**config.mk**
```make
export PLATFORM = sky130hd
export DESIGN_NAME = lt_fetch_ctrl
export DESIGN_NICKNAME = d
export VERILOG_FILES = /design/src/rtl/lt_pkg.sv /design/src/rtl/lt_ctrl.sv /design/src/rtl/lt_datapath.sv /design/src/rtl/lt_fetch_ctrl.sv
export SDC_FILE = /design/constraint.sdc
export NUM_CORES = 2
export LEC_CHECK = 0
export ABC_CLOCK_PERIOD_IN_PS = 9900
export BUFFER_PORTS_ARGS = -buffer_cell sky130_fd_sc_hd__buf_2
export CAP_MARGIN = 20
export CORE_MARGIN = 10
export CORE_UTILIZATION = 40
export CTS_BUF_LIST = sky130_fd_sc_hd__clkbuf_4 sky130_fd_sc_hd__clkbuf_8
export CTS_CLUSTER_SIZE = 14
export DETAILED_ROUTE_END_ITERATION = 16
export PLACE_DENSITY = 0.52
export SYNTH_ARGS = -nofsm -noshare
export SYNTH_HDL_FRONTEND = slang
export SYNTH_HIERARCHICAL = 1
export SYNTH_SLANG_ARGS = --single-unit
```
**constraint.sdc**
```tcl
create_clock -name clk -period 9.9 [get_ports clk]
set_input_delay 1.98 -clock clk [delete_from_list [all_inputs] [get_ports clk]]
set_output_delay 1.98 -clock clk [all_outputs]
set_load 0.005 [all_outputs]
```
**src/rtl/lt_pkg.sv**
```systemverilog
package lt_pkg;

  typedef enum logic [1:0] {
    ST_IDLE   = 2'd0,
    ST_FILL   = 2'd1,
    ST_ACTIVE = 2'd2
  } ltState_e;

  // strobes from control to datapath
  typedef struct packed {
    logic serve;    // this fetch is answered by the buffer
    logic capture;  // latch loop bounds from the detected branch
    logic fillWr;   // copy program memory data into the buffer
    logic cfgOpen;  // configuration writes accepted
  } ltStrobe_t;

endpackage

```
**src/rtl/lt_ctrl.sv**
```systemverilog
module lt_ctrl
  import lt_pkg::*;
#(
  parameter int AW    = 16,
  parameter int DEPTH = 32,
  localparam int IW   = $clog2(DEPTH)
) (
  input  logic          clk,
  input  logic          rstN,
  input  logic          fetchValid,
  input  logic [AW-1:0] fetchAddr,
  input  logic          brValid,
  input  logic          brTaken,
  input  logic [AW-1:0] brTarget,
  input  logic          othXfer,
  input  logic          cfgLock,
  input  logic [AW-1:0] loopStart,
  input  logic [IW-1:0] loopLen,
  output ltStrobe_t     stb,
  output logic [IW-1:0] bufIdx,
  output ltState_e      state,
  output logic          locked
);

  localparam logic [AW-1:0] MaxDist = AW'(DEPTH - 1);

  ltState_e      stateN;
  logic [IW-1:0] cnt, cntN;
  logic          lockedN;

  logic [AW-1:0] backDist;
  logic          shortBack, trigger, tunedEntry, inLoop;
  logic [IW-1:0] curIdx;
  logic          atEnd, closeBack, fillSeqOk, fillEnd;

  assign backDist   = fetchAddr - brTarget;
  assign shortBack  = brValid && brTaken && (brTarget < fetchAddr) && (backDist <= MaxDist);
  assign trigger    = (state == ST_IDLE) && !locked && fetchValid && shortBack && !othXfer;
  assign tunedEntry = (state == ST_IDLE) && locked && fetchValid && (fetchAddr == loopStart);
  assign inLoop     = (state == ST_ACTIVE) || tunedEntry;
  assign curIdx     = (state == ST_ACTIVE) ? cnt : '0;
  assign atEnd      = (curIdx == loopLen);
  assign closeBack  = brValid && brTaken && (brTarget == loopStart);
  assign fillSeqOk  = (fetchAddr == loopStart + AW'(cnt));
  assign fillEnd    = (cnt == loopLen);

  always_comb begin
    stb.serve   = inLoop && fetchValid;
    stb.capture = trigger;
    stb.fillWr  = (state == ST_FILL) && fetchValid && fillSeqOk;
    stb.cfgOpen = !locked;
    bufIdx      = (state == ST_FILL) ? cnt : curIdx;
  end

  always_comb begin
    stateN  = state;
    cntN    = cnt;
    lockedN = locked;
    if (cfgLock && !locked) begin
      lockedN = 1'b1;
      stateN  = ST_IDLE;
      cntN    = '0;
    end else begin
      unique case (state)
        ST_IDLE: begin
          if (trigger) begin
            stateN = ST_FILL;
            cntN   = '0;
          end else if (tunedEntry) begin
            if (othXfer)                       stateN = ST_IDLE;
            else if (atEnd)                    stateN = closeBack ? ST_ACTIVE : ST_IDLE;
            else if (brValid && brTaken)       stateN = ST_IDLE;
            else begin
              stateN = ST_ACTIVE;
              cntN   = curIdx + 1'b1;
            end
            if (atEnd) cntN = '0;
          end
        end
        ST_FILL: begin
          if (fetchValid) begin
            if (!fillSeqOk || othXfer)         stateN = ST_IDLE;
            else if (fillEnd)                  stateN = closeBack ? ST_ACTIVE : ST_IDLE;
            else if (brValid && brTaken)       stateN = ST_IDLE;
            else                               cntN   = cnt + 1'b1;
            if (fillEnd) cntN = '0;
          end
        end
        ST_ACTIVE: begin
          if (fetchValid) begin
            if (othXfer)                       stateN = ST_IDLE;
            else if (atEnd)                    stateN = closeBack ? ST_ACTIVE : ST_IDLE;
            else if (brValid && brTaken)       stateN = ST_IDLE;
            else                               cntN   = cnt + 1'b1;
            if (atEnd) cntN = '0;
          end
        end
        default: stateN = ST_IDLE;
      endcase
    end
  end

  always_ff @(posedge clk or negedge rstN) begin
    if (!rstN) begin
      state  <= ST_IDLE;
      cnt    <= '0;
      locked <= 1'b0;
    end else begin
      state  <= stateN;
      cnt    <= cntN;
      locked <= lockedN;
    end
  end

endmodule

```
**src/rtl/lt_datapath.sv**
```systemverilog
module lt_datapath
  import lt_pkg::*;
#(
  parameter int AW    = 16,
  parameter int DW    = 32,
  parameter int DEPTH = 32,
  parameter int HIT_W = 16,
  localparam int IW   = $clog2(DEPTH)
) (
  input  logic             clk,
  input  logic             rstN,
  input  ltStrobe_t        stb,
  input  logic [IW-1:0]    bufIdx,
  input  logic [AW-1:0]    fetchAddr,
  input  logic [AW-1:0]    brTarget,
  input  logic [DW-1:0]    pmemRdata,
  input  logic             cfgBoundsWe,
  input  logic [AW-1:0]    cfgStart,
  input  logic [AW-1:0]    cfgEnd,
  input  logic             cfgWordWe,
  input  logic [IW-1:0]    cfgIdx,
  input  logic [DW-1:0]    cfgWord,
  output logic [AW-1:0]    loopStart,
  output logic [IW-1:0]    loopLen,
  output logic [DW-1:0]    instr,
  output logic [HIT_W-1:0] hitCount
);

  logic [DW-1:0] loopBuf [DEPTH];
  logic [AW-1:0] capSpan, cfgSpan;

  assign capSpan = fetchAddr - brTarget;
  assign cfgSpan = cfgEnd - cfgStart;

  always_ff @(posedge clk or negedge rstN) begin
    if (!rstN) begin
      loopStart <= '0;
      loopLen   <= '0;
    end else if (stb.capture) begin
      loopStart <= brTarget;
      loopLen   <= capSpan[IW-1:0];
    end else if (stb.cfgOpen && cfgBoundsWe) begin
      loopStart <= cfgStart;
      loopLen   <= cfgSpan[IW-1:0];
    end
  end

  always_ff @(posedge clk) begin
    if (stb.fillWr)                     loopBuf[bufIdx] <= pmemRdata;
    else if (stb.cfgOpen && cfgWordWe)  loopBuf[cfgIdx] <= cfgWord;
  end

  assign instr = stb.serve ? loopBuf[bufIdx] : pmemRdata;

  always_ff @(posedge clk or negedge rstN) begin
    if (!rstN)          hitCount <= '0;
    else if (stb.serve) hitCount <= hitCount + 1'b1;
  end

endmodule

```
**src/rtl/lt_fetch_ctrl.sv**
```systemverilog
module lt_fetch_ctrl
  import lt_pkg::*;
#(
  parameter int AW    = 16,
  parameter int DW    = 32,
  parameter int DEPTH = 32,
  parameter int HIT_W = 16,
  localparam int IW   = $clog2(DEPTH)
) (
  input  logic             clk,
  input  logic             rstN,
  input  logic             fetchValid,
  input  logic [AW-1:0]    fetchAddr,
  input  logic             brValid,
  input  logic             brTaken,
  input  logic [AW-1:0]    brTarget,
  input  logic             othXfer,
  input  logic [DW-1:0]    pmemRdata,
  output logic             pmemEn,
  output logic [DW-1:0]    instr,
  input  logic             cfgBoundsWe,
  input  logic [AW-1:0]    cfgStart,
  input  logic [AW-1:0]    cfgEnd,
  input  logic             cfgWordWe,
  input  logic [IW-1:0]    cfgIdx,
  input  logic [DW-1:0]    cfgWord,
  input  logic             cfgLock,
  output logic [HIT_W-1:0] hitCount
);

  ltStrobe_t     stb;
  logic [IW-1:0] bufIdx;
  logic [AW-1:0] loopStart;
  logic [IW-1:0] loopLen;
  ltState_e      curState;
  logic          lockedQ;

  lt_ctrl #(.AW(AW), .DEPTH(DEPTH)) u_ctrl (
    .clk(clk), .rstN(rstN),
    .fetchValid(fetchValid), .fetchAddr(fetchAddr),
    .brValid(brValid), .brTaken(brTaken), .brTarget(brTarget),
    .othXfer(othXfer), .cfgLock(cfgLock),
    .loopStart(loopStart), .loopLen(loopLen),
    .stb(stb), .bufIdx(bufIdx), .state(curState), .locked(lockedQ)
  );

  lt_datapath #(.AW(AW), .DW(DW), .DEPTH(DEPTH), .HIT_W(HIT_W)) u_dp (
    .clk(clk), .rstN(rstN), .stb(stb), .bufIdx(bufIdx),
    .fetchAddr(fetchAddr), .brTarget(brTarget), .pmemRdata(pmemRdata),
    .cfgBoundsWe(cfgBoundsWe), .cfgStart(cfgStart), .cfgEnd(cfgEnd),
    .cfgWordWe(cfgWordWe), .cfgIdx(cfgIdx), .cfgWord(cfgWord),
    .loopStart(loopStart), .loopLen(loopLen),
    .instr(instr), .hitCount(hitCount)
  );

  assign pmemEn = fetchValid && !stb.serve;

endmodule

```
# --- Word-level counts from Yosys, hierarchy flattened ---
# Memory sizes are Yosys's and may differ from the RTL's.
# Index checks and enable logic that the tools add are counted.
# W data, S select, Z words.
totals:
  mem_bits_rw: 1024
  regBits: 45
  out_inout_bits: 49
  in_bits: 142
  memories: 1
op_classes:
  n_eq_ne: 14
  n_reduce_logical: 30
  add_sub_neg: 6
  n_mux: 44
  n_lt_le_gt_ge: 2
mem_list:
  columns: ["memory", "depth", "width", "read_ports", "rd_clocked_by_memory_dff", "write_ports", "line", "source"]
  rows:
  - ["u_dp.loopBuf", 32, 32, 1, 0, 1, "lt_datapath.sv:29", "logic [DW-1:0] loopBuf [DEPTH];"]
ops:
  columns: ["op", "n"]
  rows:
  - ["$mux W5", 18]
  - ["$mux W32", 2]
  - ["$eq A16 B16 Y1", 3]
  - ["$mux W16", 2]
  - ["$reduce_or A32 Y1", 1]
  - ["$mux W2", 14]
  - ["$logic_and A1 B1 Y1", 18]
  - ["$add A16 B1 Y16 const B", 1]
  - ["$add A16 B5 Y16", 1]
  - ["$le A16 B5 Y1 const B", 1]
  - ["$lt A16 B16 Y1", 1]
  - ["$sub A16 B16 Y16", 1]
  - ["$pmux W5 S3", 1]
  - ["$add A5 B1 Y5 const B", 2]
  - ["$eq A5 B5 Y1", 2]
  - ["$ne A5 B3 Y1 const B", 2]
  - ["$ne A4 B3 Y1 const B", 2]
  - ["$reduce_and A8 Y1", 1]
  - ["$mux W1", 6]
  - ["$ne A3 B3 Y1 const B", 2]
  - ["$pmux W2 S3", 1]
  - ["$sub A5 B5 Y5", 1]
  - ["$logic_not A1 Y1", 4]
  - ["$ne A4 B2 Y1 const B", 1]
  - ["other kinds (7)", 8]

# --- Logic depth before layout (Yosys ltp) ---
logic_depth:
  ltp_word: 10
  ltp_mapped: 16

# --- Hierarchy ---
# The synthesis kept the hierarchy.
by_module_without_submodules:
  columns: ["mod", "n_inst", "cells_per_inst", "seq_area_each_um2", "area_per_inst_um2"]
  rows:
  - ["lt_datapath", 1, 2477, 31675.4, 42484.5]
  - ["lt_ctrl", 1, 395, 200.2, 2895.3]
  - ["lt_fetch_ctrl", 1, 1, 0.0, 13.8]

# --- Worst setup path before layout ---
# No wires, ideal clock.
synth_timing:
  kind: "input-to-output"
  start: "input fetchAddr[10]"
  end: "output instr[10]"
  path_slack_ps: 3607
  arrival_time_ps: 4313
  cell_stages: 7
  path_cell_list: "xor2_1 -> or4_1 -> nor4_1 -> o21a_1 -> clkbuf_1 -> clkbuf_1 -> mux2_2"
synth_rtl:
  columns: ["item", "line", "source"]
  rows:
  - ["start: declaration", "lt_fetch_ctrl.sv:13", "input logic [AW-1:0] fetchAddr,"]
  - ["end: declaration", "lt_fetch_ctrl.sv:20", "output logic [DW-1:0] instr,"]

# --- Worst setup path in the final report ---
layout_timing:
  start: "register u_ctrl.state[0]"
  end: "output instr[11]"
layout_rtl:
  columns: ["item", "line", "source"]
  rows:
  - ["start: declaration", "lt_ctrl.sv:21", "output ltState_e state,"]
  - ["start signal: assignment", "lt_ctrl.sv:109", "state <= stateN;"]
  - ["$eq A2 B2 Y1", "lt_ctrl.sv:41", "assign curIdx = (state == ST_ACTIVE) ? cnt : '0;"]
  - ["$mux W5", "lt_ctrl.sv:41", null]
  - ["$mux W5 *", "lt_ctrl.sv:52", "bufIdx = (state == ST_FILL) ? cnt : curIdx;"]
  - ["net bufIdx[2]", "lt_fetch_ctrl.sv:32", "logic [IW-1:0] bufIdx;"]
  - ["$mem_v2 Z32 W32 *", null, null]
  - ["$mux W32 *", "lt_datapath.sv:53", "assign instr = stb.serve ? loopBuf[bufIdx] : pmemRdata;"]
# Mark *: on every way through the listed nets, which the timed path passes. The rest lies on a longest branch.

==> summary.txt <==
Job
  • Max-cap viol count: 0

CTS
  • Bufs on Longest Clock Path: 3
  • Hold buffers post-CTS: 0
  • Worst-path clk slew: 0.06 ns
  • # resized after CTS: 0
  • TritonCTS buffer count: about 180
  • CTS tree: built
  • CTS Sinks: between 1,000 and 1,500
  • H-tree Lvls: 4
  • Worst skew pair latency: between 0.8 and 0.9 ns
  • Clock root cell: clkbuf_8
  • Post-CTS setup buffer count: 0

Global routing
  • First-pass GRT wire length: 176,800 um
  • Pin count of the biggest net entering global routing: about 140
  • Via count of the first global-routing pass: about 27,000
  • Initial antenna violation count: 3
  • GRT Util Overall: between 10% and 20%
  • Gr ovfl total: 0

Logic synthesis
  • EDFF count, synth: a little over 1,000
  • Post-synthesis cell type count: 80
  • Synth Flop Type: edfxtp_1
  • Cells after Synth: 2,873
  • Register area share after synthesis: a little over two thirds
  • Synth Register Bits: ~1,100
  • Post-synth ARST share: between 4 and 5%
  • Synthesized area: ~45,000 um^2
  • Mean Syn Cell Area: approximately 16 um^2
  • YS warnings: 6
  • Synthesized net count: between 3,000 and 4,000

Setup path
  • Critical Path RT: roughly 7.9 ns
  • Kind of critical path: flip-flop to output port
  • Worst Setup End Kind: output port
  • CP Data Arrival Time: 5.60 ns
  • CP startpoint kind: flip-flop
  • Worst Reg2Reg Path Length in Cells: 16
  • Crit path max fanout: 54
  • Flop2flop setup slack: between 3 and 4 ns
  • R2R Path Start: u_ctrl/cnt[0]
  • R2R Path End: u_dp/loopBuf[7][23]

Floorplanning
  • Boundary pin count: 191
  • DIE HEIGHT: 356.9 um
  • Die width: 356.9 um
  • Die area: 127,400 um^2
  • Row count: approximately 120
  • Placeable core area: ~110,000 um^2
  • Initial Utilization: ~40%

STA
  • Worst-Margin Slew: between 1 and 1.5 ns
  • Max Clock Freq: 0.1319 GHz
  • Unrepaired setup endpoints after global routing: false
  • Fin. max-slew vios: 0
  • Slew margin rel.: approximately 23%
  • Final worst path period share: around three quarters
  • Worst clock skew: between 0.04 and 0.05 ns
  • # setup viols final: 0
  • Final Hold Vio Count: 0
  • Min Tclk post-route: ~7.6 ns
  • Final WS setup: ~2.3 ns
  • Setup TNS: 0 ns

Power and ir drop
  • PD cells: 227.0 nW/um^2
  • Pleak: between 15 and 20 nW
  • Comb pwr share: 24.2%
  • Sequential power share: a little over two fifths
  • Sw frac: slightly below 30%
  • Clock power frac: between 30% and 40%
  • Internal power: ~0.0084 W
  • Switching pwr: around 0.0034 W
  • IR Drop Worst-Case VDD: 0.3264 mV

Worst hold path
  • HP Class: flip-flop to flip-flop
  • Hold path start: u_dp/hitCount[15]
  • Worst Hold Path EP: u_dp/hitCount[15]
  • Hold Crit Depth: 1

Placement
  • Pre-CTS setup slack: about 2.5 ns
  • DP Cell Count: ~4,500
  • HPWL Detailed: approximately 68,000 um
  • Port Buffer Count: approximately 180
  • GP Congestion: between 0.8 and 0.9

Final layout
  • Final net count: 3,330
  • Fin cells: approximately 4,800
  • Fraction of layout cells with a size suffix above 1: between 10% and 20%
  • Area Overhead vs Synth: 14.77%
  • Final Core Density: between 40% and 50%

Drt
  • Routed len/inst: 25.42 um
  • Drt first pass iters: 7
  • Via density: ~5.5
  • DRT Wirelength: between 100,000 and 150,000 um
  • Drc violations: 0
  • Vias: around 26,000
  • 1st-iter DRT viols: a little under 2,000
  • Final ANT Viol Nets: 0

Status
  • Run status: complete, no violations
[flip-flops by register name, indices dropped and copies added, names as in the netlist]
register / count
u_ctrl/cnt: 5
u_ctrl/locked: 1
u_ctrl/state: 2
u_dp/hitCount: 16
u_dp/loopBuf: 1024
u_dp/loopLen: 5
u_dp/loopStart: 16
[logic make-up after synthesis]
group                    share of synthesized area, %
XOR/XNOR                                        1.447
buffers and inverters                           2.517
adder cells (fa/ha/maj)                         1.169
multiplexers                                    12.71
AND/OR/NAND/NOR                                 4.066
flip-flops                                      70.22
AO/OA/AOI/OAI                                   7.869
[layer usage]
metal	vias to the layer above	track usage, %	wire (um)
li1	11883	-	-
met2	707	32.20	61370
met5	-	0	0
met3	190	2.942	5521
met1	13455	24.09	52180
met4	0	6.185	2923
[layout by cell type, fill, tap and decap left out, types with 4 or more instances in the layout]
cell | synthesis | final
edfxtp_1 | 1024 | 1024
mux2i_1 | 536 | 536
a22oi_1 | 257 | 257
clkbuf_8 | 0 | 186
buf_2 | 40 | 179
nand2_1 | 166 | 165
a21oi_1 | 155 | 155
clkbuf_4 | 4 | 57
clkinv_1 | 0 | 52
buf_4 | 37 | 50
dfrtp_1 | 45 | 45
inv_1 | 43 | 43
nor4_1 | 40 | 40
nor2_1 | 74 | 39
xnor2_1 | 38 | 38
xor2_1 | 37 | 37
o21ai_0 | 37 | 37
nor2_4 | 1 | 36
mux2_2 | 36 | 36
ha_1 | 36 | 36
nand3_1 | 23 | 23
clkinv_2 | 0 | 17
buf_16 | 0 | 16
nand4_1 | 14 | 14
nor2b_1 | 15 | 13
nor3_1 | 11 | 11
bufinv_16 | 0 | 9
a21o_1 | 9 | 9
and3_1 | 7 | 7
clkinvlp_4 | 0 | 6
buf_12 | 0 | 6
a211oi_1 | 5 | 5
o21a_1 | 6 | 5
a31oi_1 | 5 | 4
nor3b_1 | 4 | 4
a2111oi_0 | 4 | 4
or2_2 | 4 | 4
fa_1 | 4 | 4
[worst max-delay path by stage]
stage / from / end / depth (start not counted)
global route: u_ctrl/state[0] / instr[9] / 12
floorplan: fetchAddr[10] / instr[10] / 7
detailed placement: fetchAddr[2] / u_dp/loopBuf[7][27] / 14
finish: u_ctrl/state[0] / instr[11] / 11
global placement: fetchAddr[2] / u_dp/loopBuf[2][12] / 14
CTS: u_ctrl/state[0] / instr[11] / 12
[synth_stat cells, drive strengths merged, types with 10 or more instances]
cell type / n / area share [%]
a21o: 10 / 0.17
a21oi: 155 / 1.7
a22oi: 257 / 4.3
buf: 105 / 1.7
clkbuf: 55 / 0.49
dfrtp: 45 / 2.5
edfxtp: 1024 / 68
ha: 36 / 0.99
inv: 43 / 0.36
mux2: 36 / 0.89
mux2i: 536 / 12
nand2: 166 / 1.4
nand3: 24 / 0.28
nand4: 15 / 0.24
nor2: 75 / 0.64
nor2b: 16 / 0.24
nor3: 11 / 0.12
nor4: 41 / 0.58
o21ai: 40 / 0.44
xnor2: 38 / 0.73
xor2: 37 / 0.71
[power by group through the flow]
stage	clock network (W)	logic (W)	registers, W
6_report	0.00393	0.00286	0.00503
5_1_grt	0.00424	0.00307	0.00504
4_1_cts	0.00403	0.00287	0.00503
3_5_place_dp	0	0.00286	0.00513
3_3_place_gp	0	0.00282	0.00513
2_1_floorplan	0	0.00227	0.00511
[critical path, stage by stage (launching register included)]
cell and delay [ns]:
dfrtp_1 0.40, inv_1 0.13, ha_1 0.48, nor2_1 0.33, nor2_1 0.69, and2_4 0.88, buf_4 0.63, a22oi_1 0.14
a21oi_1 0.35, nor4_1 0.22, mux2_2 0.30, buf_2 0.13
[stage by stage]
step	hold slack [ns]	cell area, um^2	total power (W)
floorplan	0.4682	45390	0.007373
global placement	0.4562	47970	0.007947
detailed placement	0.4663	48110	0.007989
CTS	0.4779	51720	0.01193
global route	0.4943	52100	0.01235
finish	0.4738	52100	0.01182
[layout make-up]
class,count,area [um^2]
Fill cell,9885,60560
Sequential cell,1069,31880
Multi-Input combinational cell,1601,12680
Clock buffer,243,2988
Timing Repair Buffer,254,1877
Tap cell,1500,1877
Clock inverter,87,629.4
Inverter,43,161.4
Antenna cell,2,5.005
Note: power is estimated with default switching activity, not from simulation.
